**config.mk**
```make
export PLATFORM = sky130hd
export DESIGN_NAME = slot_map_mgr
export DESIGN_NICKNAME = d
export VERILOG_FILES = /design/src/rtl/slot_map_pkg.sv /design/src/rtl/slot_map_store.sv /design/src/rtl/slot_map_ctrl.sv /design/src/rtl/slot_map_mgr.sv
export SDC_FILE = /design/constraint.sdc
export NUM_CORES = 2
export LEC_CHECK = 0
export BUFFER_PORTS_ARGS = -buffer_cell sky130_fd_sc_hd__buf_2
export CAP_MARGIN = 20
export CELL_PAD_IN_SITES_DETAIL_PLACEMENT = 1
export CELL_PAD_IN_SITES_GLOBAL_PLACEMENT = 2
export CORE_MARGIN = 2
export CORE_UTILIZATION = 46
export CTS_CLUSTER_SIZE = 12
export DETAILED_ROUTE_END_ITERATION = 16
export HOLD_SLACK_MARGIN = 0.08
export PLACE_DENSITY = 0.85
export RECOVER_POWER = 100
export SYNTH_ARGS = -nofsm -noshare
export SYNTH_HDL_FRONTEND = slang
export SYNTH_SLANG_ARGS = --single-unit
export TNS_END_PERCENT = 10
```
**constraint.sdc**
```tcl
create_clock -name clk -period 24.5 [get_ports clk]
set_clock_uncertainty 0.05 [all_clocks]
set_input_delay 2.45 -clock clk [delete_from_list [all_inputs] [get_ports clk]]
set_output_delay 2.45 -clock clk [all_outputs]
set_load 0.02 [all_outputs]
```
**src/rtl/slot_map_pkg.sv**
```systemverilog
package slot_map_pkg;

    typedef enum logic [1:0] {
        OP_STORE = 2'd0,
        OP_READ  = 2'd1,
        OP_FREE  = 2'd2,
        OP_NEXT  = 2'd3
    } op_e;

    typedef enum logic [2:0] {
        RS_OK        = 3'd0,
        RS_FULL      = 3'd1,
        RS_FAILED    = 3'd3,
        RS_EMPTY     = 3'd4,
        RS_NOT_FOUND = 3'd5
    } res_e;

    typedef enum logic [1:0] {
        PH_IDLE  = 2'd0,
        PH_LOOK  = 2'd1,
        PH_ALLOC = 2'd2,
        PH_WALK  = 2'd3
    } phase_e;

endpackage

```
**src/rtl/slot_map_store.sv**
```systemverilog
module slot_map_store #(
    parameter int NUM_SLOTS = 16,
    parameter int FIRST_IDX = 1,
    parameter int ID_W      = 64,
    parameter int COUNT_W   = 32,
    parameter int IDX_W     = 5
) (
    input  logic               clk,
    input  logic               wr_en,
    input  logic [IDX_W-1:0]   wr_idx,
    input  logic [ID_W-1:0]    wr_val,
    input  logic               cnt_inc,
    input  logic               cnt_dec,
    input  logic [IDX_W-1:0]   rd_idx,
    output logic [ID_W-1:0]    rd_data,
    output logic [COUNT_W-1:0] count
);

    logic [ID_W-1:0] ent [NUM_SLOTS];

    for (genvar g = 0; g < NUM_SLOTS; g++) begin : g_slot
        if (g < FIRST_IDX) begin : g_rsv
            assign ent[g] = '0;
        end else begin : g_live
            logic [ID_W-1:0] slot_q = '0;
            always_ff @(posedge clk) begin
                if (wr_en && (wr_idx == IDX_W'(g))) begin
                    slot_q <= wr_val;
                end
            end
            assign ent[g] = slot_q;
        end
    end

    always_comb begin
        rd_data = '0;
        for (int i = 0; i < NUM_SLOTS; i++) begin
            if (rd_idx == IDX_W'(i)) begin
                rd_data = ent[i];
            end
        end
    end

    logic [COUNT_W-1:0] cnt_q = '0;
    logic [COUNT_W-1:0] cnt_d;

    always_comb begin
        cnt_d = cnt_q;
        if (cnt_inc) begin
            cnt_d = cnt_q + COUNT_W'(1);
        end else if (cnt_dec) begin
            cnt_d = cnt_q - COUNT_W'(1);
        end
    end

    always_ff @(posedge clk) begin
        cnt_q <= cnt_d;
    end

    assign count = cnt_q;

endmodule

```
**src/rtl/slot_map_ctrl.sv**
```systemverilog
module slot_map_ctrl
    import slot_map_pkg::*;
#(
    parameter int NUM_SLOTS = 16,
    parameter int FIRST_IDX = 1,
    parameter int ID_W      = 64,
    parameter int COUNT_W   = 32,
    parameter int IDX_W     = 5
) (
    input  logic               clk,
    input  logic               rst_n,
    input  logic               start_i,
    input  logic [1:0]         op_i,
    input  logic [ID_W-1:0]    id_i,
    input  logic               first_i,
    input  logic [COUNT_W-1:0] count_i,
    input  logic [ID_W-1:0]    rd_data_i,
    output logic [IDX_W-1:0]   rd_idx_o,
    output logic               wr_en_o,
    output logic [IDX_W-1:0]   wr_idx_o,
    output logic [ID_W-1:0]    wr_val_o,
    output logic               cnt_inc_o,
    output logic               cnt_dec_o,
    output logic               busy_o,
    output logic               done_o,
    output logic [2:0]         status_o,
    output logic [IDX_W-1:0]   index_o,
    output logic [ID_W-1:0]    id_out_o
);

    localparam logic [IDX_W-1:0] FIRST_I = IDX_W'(FIRST_IDX);
    localparam logic [IDX_W-1:0] LAST_I  = IDX_W'(NUM_SLOTS);
    localparam logic [ID_W-1:0]  END_ID  = '1;

    typedef struct packed {
        phase_e             ph;
        op_e                op;
        logic [ID_W-1:0]    id;
        logic [IDX_W-1:0]   idx;
        logic [COUNT_W-1:0] seen;
        logic [IDX_W-1:0]   cursor;
        logic [IDX_W-1:0]   hit;
        logic               after;
        logic               done;
        res_e               res;
        logic [IDX_W-1:0]   index;
        logic [ID_W-1:0]    id_out;
    } ctl_t;

    ctl_t ctl_d, ctl_q;

    function automatic logic id_usable(input logic [ID_W-1:0] v);
        return (v != '0) && (v != '1);
    endfunction

    function automatic ctl_t finish(input ctl_t s, input res_e r,
                                    input logic [IDX_W-1:0] ix,
                                    input logic [ID_W-1:0] idv);
        ctl_t t;
        t        = s;
        t.ph     = PH_IDLE;
        t.done   = 1'b1;
        t.res    = r;
        t.index  = ix;
        t.id_out = idv;
        return t;
    endfunction

    logic scan_end;
    logic count_hit;
    op_e  op_in;

    assign scan_end  = (ctl_q.idx >= LAST_I);
    assign count_hit = (ctl_q.seen >= count_i);
    assign op_in     = op_e'(op_i);

    always_comb begin
        ctl_d      = ctl_q;
        ctl_d.done = 1'b0;
        wr_en_o    = 1'b0;
        wr_idx_o   = ctl_q.idx;
        wr_val_o   = ctl_q.id;
        cnt_inc_o  = 1'b0;
        cnt_dec_o  = 1'b0;

        unique case (ctl_q.ph)
            PH_IDLE: begin
                if (start_i) begin
                    ctl_d.op    = op_in;
                    ctl_d.id    = id_i;
                    ctl_d.idx   = FIRST_I;
                    ctl_d.seen  = '0;
                    ctl_d.after = 1'b0;
                    unique case (op_in)
                        OP_STORE, OP_FREE: begin
                            if (!id_usable(id_i)) begin
                                ctl_d = finish(ctl_d, RS_FAILED, '0, id_i);
                            end else begin
                                ctl_d.ph = PH_LOOK;
                            end
                        end
                        OP_READ: begin
                            if (count_i == '0) begin
                                ctl_d = finish(ctl_d, RS_EMPTY, '0, id_i);
                            end else if (id_i == END_ID) begin
                                ctl_d = finish(ctl_d, RS_FAILED, '0, id_i);
                            end else if (id_i == '0) begin
                                ctl_d.ph = PH_WALK;
                            end else begin
                                ctl_d.ph = PH_LOOK;
                            end
                        end
                        OP_NEXT: begin
                            if (count_i == '0) begin
                                ctl_d.cursor = FIRST_I;
                                ctl_d = finish(ctl_d, RS_OK, '0, END_ID);
                            end else begin
                                ctl_d.idx = first_i ? FIRST_I : ctl_q.cursor;
                                ctl_d.ph  = PH_WALK;
                            end
                        end
                        default: ;
                    endcase
                end
            end

            PH_LOOK: begin
                if (scan_end || count_hit) begin
                    if (ctl_q.op == OP_STORE) begin
                        ctl_d.ph  = PH_ALLOC;
                        ctl_d.idx = FIRST_I;
                    end else begin
                        ctl_d = finish(ctl_d, RS_NOT_FOUND, '0, ctl_q.id);
                    end
                end else if (rd_data_i == ctl_q.id) begin
                    unique case (ctl_q.op)
                        OP_STORE: begin
                            wr_en_o = 1'b1;
                            ctl_d   = finish(ctl_d, RS_OK, ctl_q.idx, ctl_q.id);
                        end
                        OP_FREE: begin
                            wr_en_o   = 1'b1;
                            wr_val_o  = '0;
                            cnt_dec_o = 1'b1;
                            ctl_d     = finish(ctl_d, RS_OK, ctl_q.idx, ctl_q.id);
                        end
                        default: begin
                            ctl_d.hit   = ctl_q.idx;
                            ctl_d.after = 1'b1;
                            ctl_d.ph    = PH_WALK;
                            ctl_d.idx   = FIRST_I;
                        end
                    endcase
                end else begin
                    if (rd_data_i != '0) begin
                        ctl_d.seen = ctl_q.seen + COUNT_W'(1);
                    end
                    ctl_d.idx = ctl_q.idx + IDX_W'(1);
                end
            end

            PH_ALLOC: begin
                if (scan_end) begin
                    ctl_d = finish(ctl_d, RS_FULL, '0, ctl_q.id);
                end else if (rd_data_i == '0) begin
                    wr_en_o   = 1'b1;
                    cnt_inc_o = 1'b1;
                    ctl_d     = finish(ctl_d, RS_OK, ctl_q.idx, ctl_q.id);
                end else begin
                    ctl_d.idx = ctl_q.idx + IDX_W'(1);
                end
            end

            PH_WALK: begin
                if (scan_end) begin
                    ctl_d.cursor = FIRST_I;
                    if (ctl_q.op != OP_READ) begin
                        ctl_d = finish(ctl_d, RS_OK, '0, END_ID);
                    end else if (ctl_q.after) begin
                        ctl_d = finish(ctl_d, RS_OK, ctl_q.hit, END_ID);
                    end else begin
                        ctl_d = finish(ctl_d, RS_FAILED, '0, END_ID);
                    end
                end else if (rd_data_i != '0) begin
                    ctl_d.cursor = ctl_q.idx + IDX_W'(1);
                    if (ctl_q.op != OP_READ) begin
                        ctl_d = finish(ctl_d, RS_OK, ctl_q.idx, rd_data_i);
                    end else if (ctl_q.after) begin
                        ctl_d = finish(ctl_d, RS_OK, ctl_q.hit, rd_data_i);
                    end else begin
                        ctl_d.id   = rd_data_i;
                        ctl_d.ph   = PH_LOOK;
                        ctl_d.idx  = FIRST_I;
                        ctl_d.seen = '0;
                    end
                end else begin
                    ctl_d.idx = ctl_q.idx + IDX_W'(1);
                end
            end

            default: ctl_d.ph = PH_IDLE;
        endcase
    end

    always_ff @(posedge clk) begin
        if (!rst_n) begin
            ctl_q        <= '0;
            ctl_q.ph     <= PH_IDLE;
            ctl_q.op     <= OP_STORE;
            ctl_q.res    <= RS_OK;
            ctl_q.cursor <= FIRST_I;
        end else begin
            ctl_q <= ctl_d;
        end
    end

    assign rd_idx_o = ctl_q.idx;
    assign busy_o   = (ctl_q.ph != PH_IDLE);
    assign done_o   = ctl_q.done;
    assign status_o = ctl_q.res;
    assign index_o  = ctl_q.index;
    assign id_out_o = ctl_q.id_out;

endmodule

```
**src/rtl/slot_map_mgr.sv**
```systemverilog
module slot_map_mgr #(
    parameter  int NUM_SLOTS = 16,
    parameter  int FIRST_IDX = 1,
    parameter  int ID_W      = 64,
    parameter  int COUNT_W   = 32,
    localparam int IDX_W     = $clog2(NUM_SLOTS + 1)
) (
    input  logic               clk,
    input  logic               rst_n,
    input  logic               cmd_start,
    input  logic [1:0]         cmd_op,
    input  logic [ID_W-1:0]    cmd_id,
    input  logic               cmd_first,
    output logic               cmd_busy,
    output logic               cmd_done,
    output logic [2:0]         cmd_status,
    output logic [IDX_W-1:0]   cmd_index,
    output logic [ID_W-1:0]    cmd_id_out,
    output logic [COUNT_W-1:0] rec_count
);

    logic [IDX_W-1:0]   rd_idx;
    logic [ID_W-1:0]    rd_data;
    logic               wr_en;
    logic [IDX_W-1:0]   wr_idx;
    logic [ID_W-1:0]    wr_val;
    logic               cnt_inc;
    logic               cnt_dec;
    logic [COUNT_W-1:0] count;

    slot_map_ctrl #(
        .NUM_SLOTS (NUM_SLOTS),
        .FIRST_IDX (FIRST_IDX),
        .ID_W      (ID_W),
        .COUNT_W   (COUNT_W),
        .IDX_W     (IDX_W)
    ) u_ctrl (
        .clk       (clk),
        .rst_n     (rst_n),
        .start_i   (cmd_start),
        .op_i      (cmd_op),
        .id_i      (cmd_id),
        .first_i   (cmd_first),
        .count_i   (count),
        .rd_data_i (rd_data),
        .rd_idx_o  (rd_idx),
        .wr_en_o   (wr_en),
        .wr_idx_o  (wr_idx),
        .wr_val_o  (wr_val),
        .cnt_inc_o (cnt_inc),
        .cnt_dec_o (cnt_dec),
        .busy_o    (cmd_busy),
        .done_o    (cmd_done),
        .status_o  (cmd_status),
        .index_o   (cmd_index),
        .id_out_o  (cmd_id_out)
    );

    slot_map_store #(
        .NUM_SLOTS (NUM_SLOTS),
        .FIRST_IDX (FIRST_IDX),
        .ID_W      (ID_W),
        .COUNT_W   (COUNT_W),
        .IDX_W     (IDX_W)
    ) u_store (
        .clk     (clk),
        .wr_en   (wr_en),
        .wr_idx  (wr_idx),
        .wr_val  (wr_val),
        .cnt_inc (cnt_inc),
        .cnt_dec (cnt_dec),
        .rd_idx  (rd_idx),
        .rd_data (rd_data),
        .count   (count)
    );

    assign rec_count = count;

endmodule

```
Word level (Yosys, flattened, before mapping)

Index checks and enable logic that the tools add are counted.

Reductions and logical operators: 38
$add $sub $neg: 4
Equal/unequal tests: 55
Mux-type cells: 71
Bitwise logic cells: 3
Order comparisons: 2

Operators by type and width:

| kind                                                                  | count |
|---|---|
| 64-bit 2-to-1 mux                                                     | 19 |
| 189-bit 2-to-1 mux                                                    | 6 |
| 189-bit one-hot mux with 4 select lines                               | 1 |
| 189-bit one-hot mux with 3 select lines                               | 1 |
| 73-bit 2-to-1 mux                                                     | 5 |
| 68-bit 2-to-1 mux                                                     | 3 |
| 188-bit 2-to-1 mux                                                    | 1 |
| 74-bit 2-to-1 mux                                                     | 2 |
| 64-bit zero test                                                      | 2 |
| 64-bit nonzero test                                                   | 2 |
| 116-bit 2-to-1 mux                                                    | 1 |
| 101-bit 2-to-1 mux                                                    | 1 |
| 32-bit 2-to-1 mux                                                     | 3 |
| 84-bit 2-to-1 mux                                                     | 1 |
| 79-bit 2-to-1 mux                                                     | 1 |
| 32-bit by 1-bit adder with 32-bit output, second input constant       | 2 |
| 64-bit equality test                                                  | 1 |
| 64-bit equality test, second input constant                           | 1 |
| 64-bit inequality test, second input constant                         | 1 |
| 5-bit by 4-bit equality test with 1-bit output, second input constant | 8 |
| 37-bit 2-to-1 mux                                                     | 1 |
| 32-bit greater-or-equal comparator                                    | 1 |
| 32-bit zero test                                                      | 1 |
| 32-bit by 1-bit subtractor with 32-bit output, second input constant  | 1 |
| 31 further kinds                                                      | 107 |

Bits in registers: 1181
Logic and storage cells: 201
Input port bits: 70
Output and inout port bits: 106

Logic depth before layout (Yosys ltp)

Depth after elaboration: 22
Mapped depth: 38
Gate-level depth less buffers: 28

Modules after synthesis

From an unflattened synthesis, not the netlist that was laid out.

Cell total of the unflattened synthesis: 3972
Area, all modules: 51125.3 um^2

By module, submodules not included:

| module         | sequential area each (um^2) | instances | cells each | area an instance (um^2) |
|---|---|---|---|---|
| slot_map_store | 29788.6                     | 1         | 2298       | 38125.3 |
| slot_map_ctrl  | 3783.6                      | 1         | 1674       | 13000.0 |

Least setup slack after synthesis

Ideal clock, no wire load.

Path kind: register to register
Start point: register u_ctrl.ctl_q (netlist bit u_ctrl.rd_idx_o[4])
End point: register u_store.g_slot[1].g_live.slot_q[0] (enable)
Library setup time: 0.565 ns
Buffers on the path: 10
Data required time: 23.885 ns
Arrival: 9.403 ns
Setup slack: 14.482 ns
Cell stages (with the launch flop): 25
Clock period less this slack: 10.018 ns
Cell sequence: dfxtp_1 > buf_2 > buf_2 > buf_2 > inv_1 > clkbuf_1 > clkbuf_1 > clkbuf_1 > ha_1 > buf_2 > clkbuf_1 > clkbuf_1 > clkbuf_1 > nor2_1 > nand4_1 > nand4_1 > a2111oi_0 > nand4b_1 > a2111oi_0 > nand4_1 > nor4_2 > nand4_1 > nor4b_4 > o21ai_0 > nor3_1

Word-level cells in the longest chain between the ends: 21
Elaborated cells between the ends (all ways): 40
Those cells by class: order compare: 1; eq/ne: 16; mux: 20; reduce/logical: 3

RTL lines:

| item                                                            | line                                       | source |
|---|---|---|
| start, declared                                                 | slot_map_ctrl.sv:50                        | `ctl_t ctl_d, ctl_q;` |
| start signal, assigned                                          | slot_map_ctrl.sv:213                       | `ctl_q <= ctl_d;` |
| 5-bit by 1-bit equality test with 1-bit output                  | slot_map_store.sv:27, slot_map_store.sv:38 |  |
| 64-bit 2-to-1 mux (15 in a row)                                 | slot_map_store.sv:38                       | `if (rd_idx == IDX_W'(i)) begin` |
| 64-bit equality test / 64-bit zero test (equally long branches) | slot_map_ctrl.sv:135, slot_map_ctrl.sv:165 |  |
| 1-bit 2-to-1 mux, on equally long branches                      | slot_map_ctrl.sv:135, slot_map_ctrl.sv:165 |  |
| 1-bit 2-to-1 mux, on equally long branches                      | slot_map_ctrl.sv:128, slot_map_ctrl.sv:163 |  |
| 1-bit one-hot mux with 2 select lines                           | slot_map_ctrl.sv:86                        | `unique case (ctl_q.ph)` |
| 1-bit logical AND (*)                                           | slot_map_store.sv:27                       | `if (wr_en && (wr_idx == IDX_W'(g))) begin` |
| end signal, assigned                                            | slot_map_store.sv:28                       | `slot_q <= wr_val;` |
| end, declared                                                   | slot_map_store.sv:25                       | `logic [ID_W-1:0] slot_q = '0;` |

Mark *: on every way between the ends. The rest lies on a longest branch, timed or not.
A chain may end at the register's enable or synchronous reset.

Final worst setup path

Start point: register u_ctrl.ctl_q (netlist bit u_ctrl.rd_idx_o[0])
End point: register u_store.g_slot[8].g_live.slot_q[23] (enable)

Word-level cells in the longest chain between the ends: 21
Elaborated cells between the ends (all ways): 40
Those cells by class: order compare: 1; eq/ne: 16; mux: 20; reduce/logical: 3

RTL lines:

| item                                                            | line |
|---|---|
| 5-bit by 1-bit equality test with 1-bit output                  | slot_map_store.sv:38 |
| 64-bit 2-to-1 mux (15 in a row)                                 | slot_map_store.sv:38 |
| 64-bit equality test / 64-bit zero test (equally long branches) | slot_map_ctrl.sv:135, slot_map_ctrl.sv:165 |
| 1-bit 2-to-1 mux, on equally long branches                      | slot_map_ctrl.sv:135, slot_map_ctrl.sv:165 |
| 1-bit 2-to-1 mux, on equally long branches                      | slot_map_ctrl.sv:128, slot_map_ctrl.sv:163 |
| 1-bit one-hot mux with 2 select lines                           | slot_map_ctrl.sv:86 |
| 1-bit logical AND (*)                                           | slot_map_store.sv:27 |
| end signal, assigned                                            | slot_map_store.sv:28 |
| end, declared                                                   | slot_map_store.sv:25 |

Marks and branches as above.

==> metrics <==
Worst Hold End=u_ctrl.index_o[1]; Post-synth EDFFs=992; Synth Flop Type=edfxtp_1; Yosys cell types=108; initial antenna violation count=14; first-iteration detailed-routing DRC count=between 7k and 8k; Worst setup SP type=register; largest net degree at the start of global routing=107; RSZ-0062 raised after global routing=false; gr usage total=0.3784; syn_nets=4,973; Die Wd=~350 um; Max Clock Freq=56.15 MHz; number of fill cells=12.57k; top cells by count, synth=edfxtp_1, a21oi_1, o21ai_0; CTS buffer count=approximately 130; MaxCap Viol Count=between 40 and 50; cells on worst reg2reg path=21; Peak VDD IR=0.07933 mV; RePlAce Congestion=between 0.9 and 1; Setup violations, final=0; post-synth top area share=0.5330; worst-margin pin slew=4.555 ns; post_cts resized=0; number of hold buffers added after cts=0; grt ovf=0; detail-routed via count per cell=about 7; DP HPWL=155,100 um; Critical Path RT=24.76 ns; Slew HR=-2.036; Port Buffers=approximately 180; slowest stage delay, CP=2.31 ns; CP Max Fanout=approximately 50; crit path time final=17.81 ns; clk_lat worst skew=roughly 0.79 ns; Area growth syn-to-layout=10.35%; Final #Nets=between 4k and 5k; Syn. warnings=0; I/O Pins=roughly 180; cell with the most instances after synthesis=edfxtp_1; Multi-input gate area=19,910 sq um; WHS Path Cells=2; effective utilization at floorplan=0.4646; clock slew seen by the registers of the worst setup and hold paths=around 0.060 ns; Placed Area=between 50,000 and 60,000 sq um; clock tree from TritonCTS=done; Crit path arrival time=approximately 18 ns; Remaining DRCs=0; register bit count reported by yosys=about 1.2k; first-pass GRT wire length=339,900 um; r2r startpoint=u_ctrl.rd_idx_o[0]; post-synth top area cell=edfxtp_1; post-route cell area=approximately 62,000 sq um; Hold/Removal Path Class=register to register; row count=between 100 and 150; setup TNS=0 ns; Setup CP Type=register to register; Post-Route WL=241,700 um; status=finished with violations; Mapped Cells=roughly 4.8k; Static Leak=between 20 and 25 nW; Die H=352.6 um; Layout Cells excl Fill=about 6.6k; routed len/inst=approximately 37 um; post-CTS setup buffers=0; most numerous cell on the critical path=clkbuf_1; Hold Fails Final Rpt=0; Routed Antenna Nets=0; Seq. cell area=around 34,000 sq um; clk root buf=clkbuf_16; critical hold path startpoint=u_ctrl.index_o[1]; Period Utilization, post-route=0.7270; fin. max-slew vios=1,234; Pwr Density=roughly 100 nW/um^2; critical path's slowest cell=clkbuf_1; area of the core=between 100,000 and 150,000 sq um; largest cells by area after synthesis=edfxtp_1, dfxtp_1, a21oi_1; clk buf depth=3; Worst setup EP type=register; reg2reg end=u_store.g_slot[8].g_live.slot_q[23]; vias=about 46k; clock sinks=1,181; sequential element share of the synthesized area=0.6007; H-Tree Level Count=4; Fin Hold WS=between 0.4 and 0.5 ns; DR pass1 iterations=6; failing checks=max-capacitance violations, max-slew violations; setup slack after placement=about 14 ns; CP cell instances=inv_1, ha_1, clkbuf_1, clkbuf_1, clkinv_1, clkbuf_1, clkbuf_1, o21a_1, o221ai_1, a311oi_1, a21oi_1, or3b_1, nor4b_1, nand4_1, nor3_1, clkbuf_1, and2_0, o21ai_4, clkbuf_1, nor2_1, clkbuf_1; R2R Setup Slk=~6.7 ns; ys async rst share=0; syn avg cell area=roughly 12 sq um; setup ws final=roughly 6.7 ns; synthesized area=approximately 56,000 sq um; layout cells sized above 1=0.09021; die area=approximately 120,000 sq um; placed insts=between 6k and 7k; vias in the first global route=roughly 45k
## where the power goes
| part | switching, W | total (W) | leakage, nW | internal (W) |
|---|---|---|---|---|
| Clock | 0.000856 | 0.00190 | 1.94 | 0.00105 |
| Combinational | 0.00129 | 0.00171 | 7.75 | 0.000420 |
| Sequential | 0.000122 | 0.00253 | 10.6 | 0.00241 |
## critical path: cells and delay by family (launching register included)
kind            cells  cell delay, ns
compound gates      5            1.82
simple gates        6            3.81
fa+ha+maj           1            2.09
buf+inv             9            8.86
flops               1            0.45
## worst max-delay path by stage
stage / from / end / slack [ns] / cells after the start
detailed placement: u_ctrl.rd_idx_o[0] / u_store.count[28] / 13.79 / 33
floorplan: u_ctrl.rd_idx_o[4] / u_store.g_slot[1].g_live.slot_q[0] / 14.48 / 24
global route: u_ctrl.rd_idx_o[0] / u_store.g_slot[8].g_live.slot_q[23] / 6.65 / 21
global placement: u_ctrl.rd_idx_o[0] / u_store.count[28] / 13.92 / 33
finish: u_ctrl.rd_idx_o[0] / u_store.g_slot[8].g_live.slot_q[23] / 6.69 / 21
CTS: u_ctrl.rd_idx_o[0] / u_store.count[28] / 13.77 / 33
## layer usage
layer,wire length [um],GRT usage,vias up,share of wire
met1,90910,0.4991,23346,0.38
met4,15330,0.2168,14,0.063
li1,-,-,18728,-
met3,34050,0.1303,799,0.14
met2,101400,0.5413,3594,0.42
met5,105,0,-,0.00043
## metrics by stage
step	util	power, W
floorplan	-	0.003408
global placement	0.4819	0.004111
detailed placement	0.4824	0.004152
CTS	0.5158	0.006022
global route	0.5127	0.006241
finish	0.5127	0.006139
## sequential cells by signal, summed over array words and instances (netlist names)
name and count:
u_ctrl.rd_idx_o 5, u_ctrl.id_out_o 64, u_ctrl.ctl_q 111, u_store.g_slot.g_live.slot_q 960, u_ctrl.status_o 3, u_ctrl.index_o 5, u_ctrl.done_o 1, u_store.count 32
## final cells by class
cell class                      count  share of cell area
Antenna cell                        4           0.0001623
Clock buffer                      171             0.05745
Clock inverter                     57            0.007587
Inverter                           97            0.005924
Multi-Input combinational cell   3109              0.3228
Sequential cell                  1181              0.5445
Tap cell                         1612             0.03270
Timing Repair Buffer              329             0.02889
## kinds of logic (layout without fill, tap and decap cells)
group,count (synthesis),count (layout),share of synthesized area
AO/OA/AOI/OAI,1745,1745,0.2096
XOR/XNOR,68,68,0.01066
adder cells (fa/ha/maj),75,75,0.01692
buffers and inverters,538,654,0.04688
flip-flops,1181,1181,0.6007
multiplexers,18,18,0.003335
other,0,4,0
AND/OR/NAND/NOR,1203,1203,0.1120
## placed cells by master, fill, tap and decap left out, drive strengths merged, types with 54 or more instances in the layout
cell / Yosys / layout
ha: 74 / 74
nor2: 310 / 310
o21ai: 396 / 396
clkinv: 2 / 54
nand3: 77 / 77
edfxtp: 992 / 992
nand4: 56 / 56
o21a: 122 / 122
a211oi: 133 / 133
nand2: 286 / 286
a31oi: 58 / 58
nor3: 66 / 66
buf: 248 / 180
dfxtp: 189 / 189
a22oi: 81 / 81
clkbuf: 193 / 320
and2: 74 / 74
a21oi: 380 / 380
a221oi: 55 / 55
o22ai: 57 / 57
inv: 95 / 96
(Power assumes the default switching activity.)
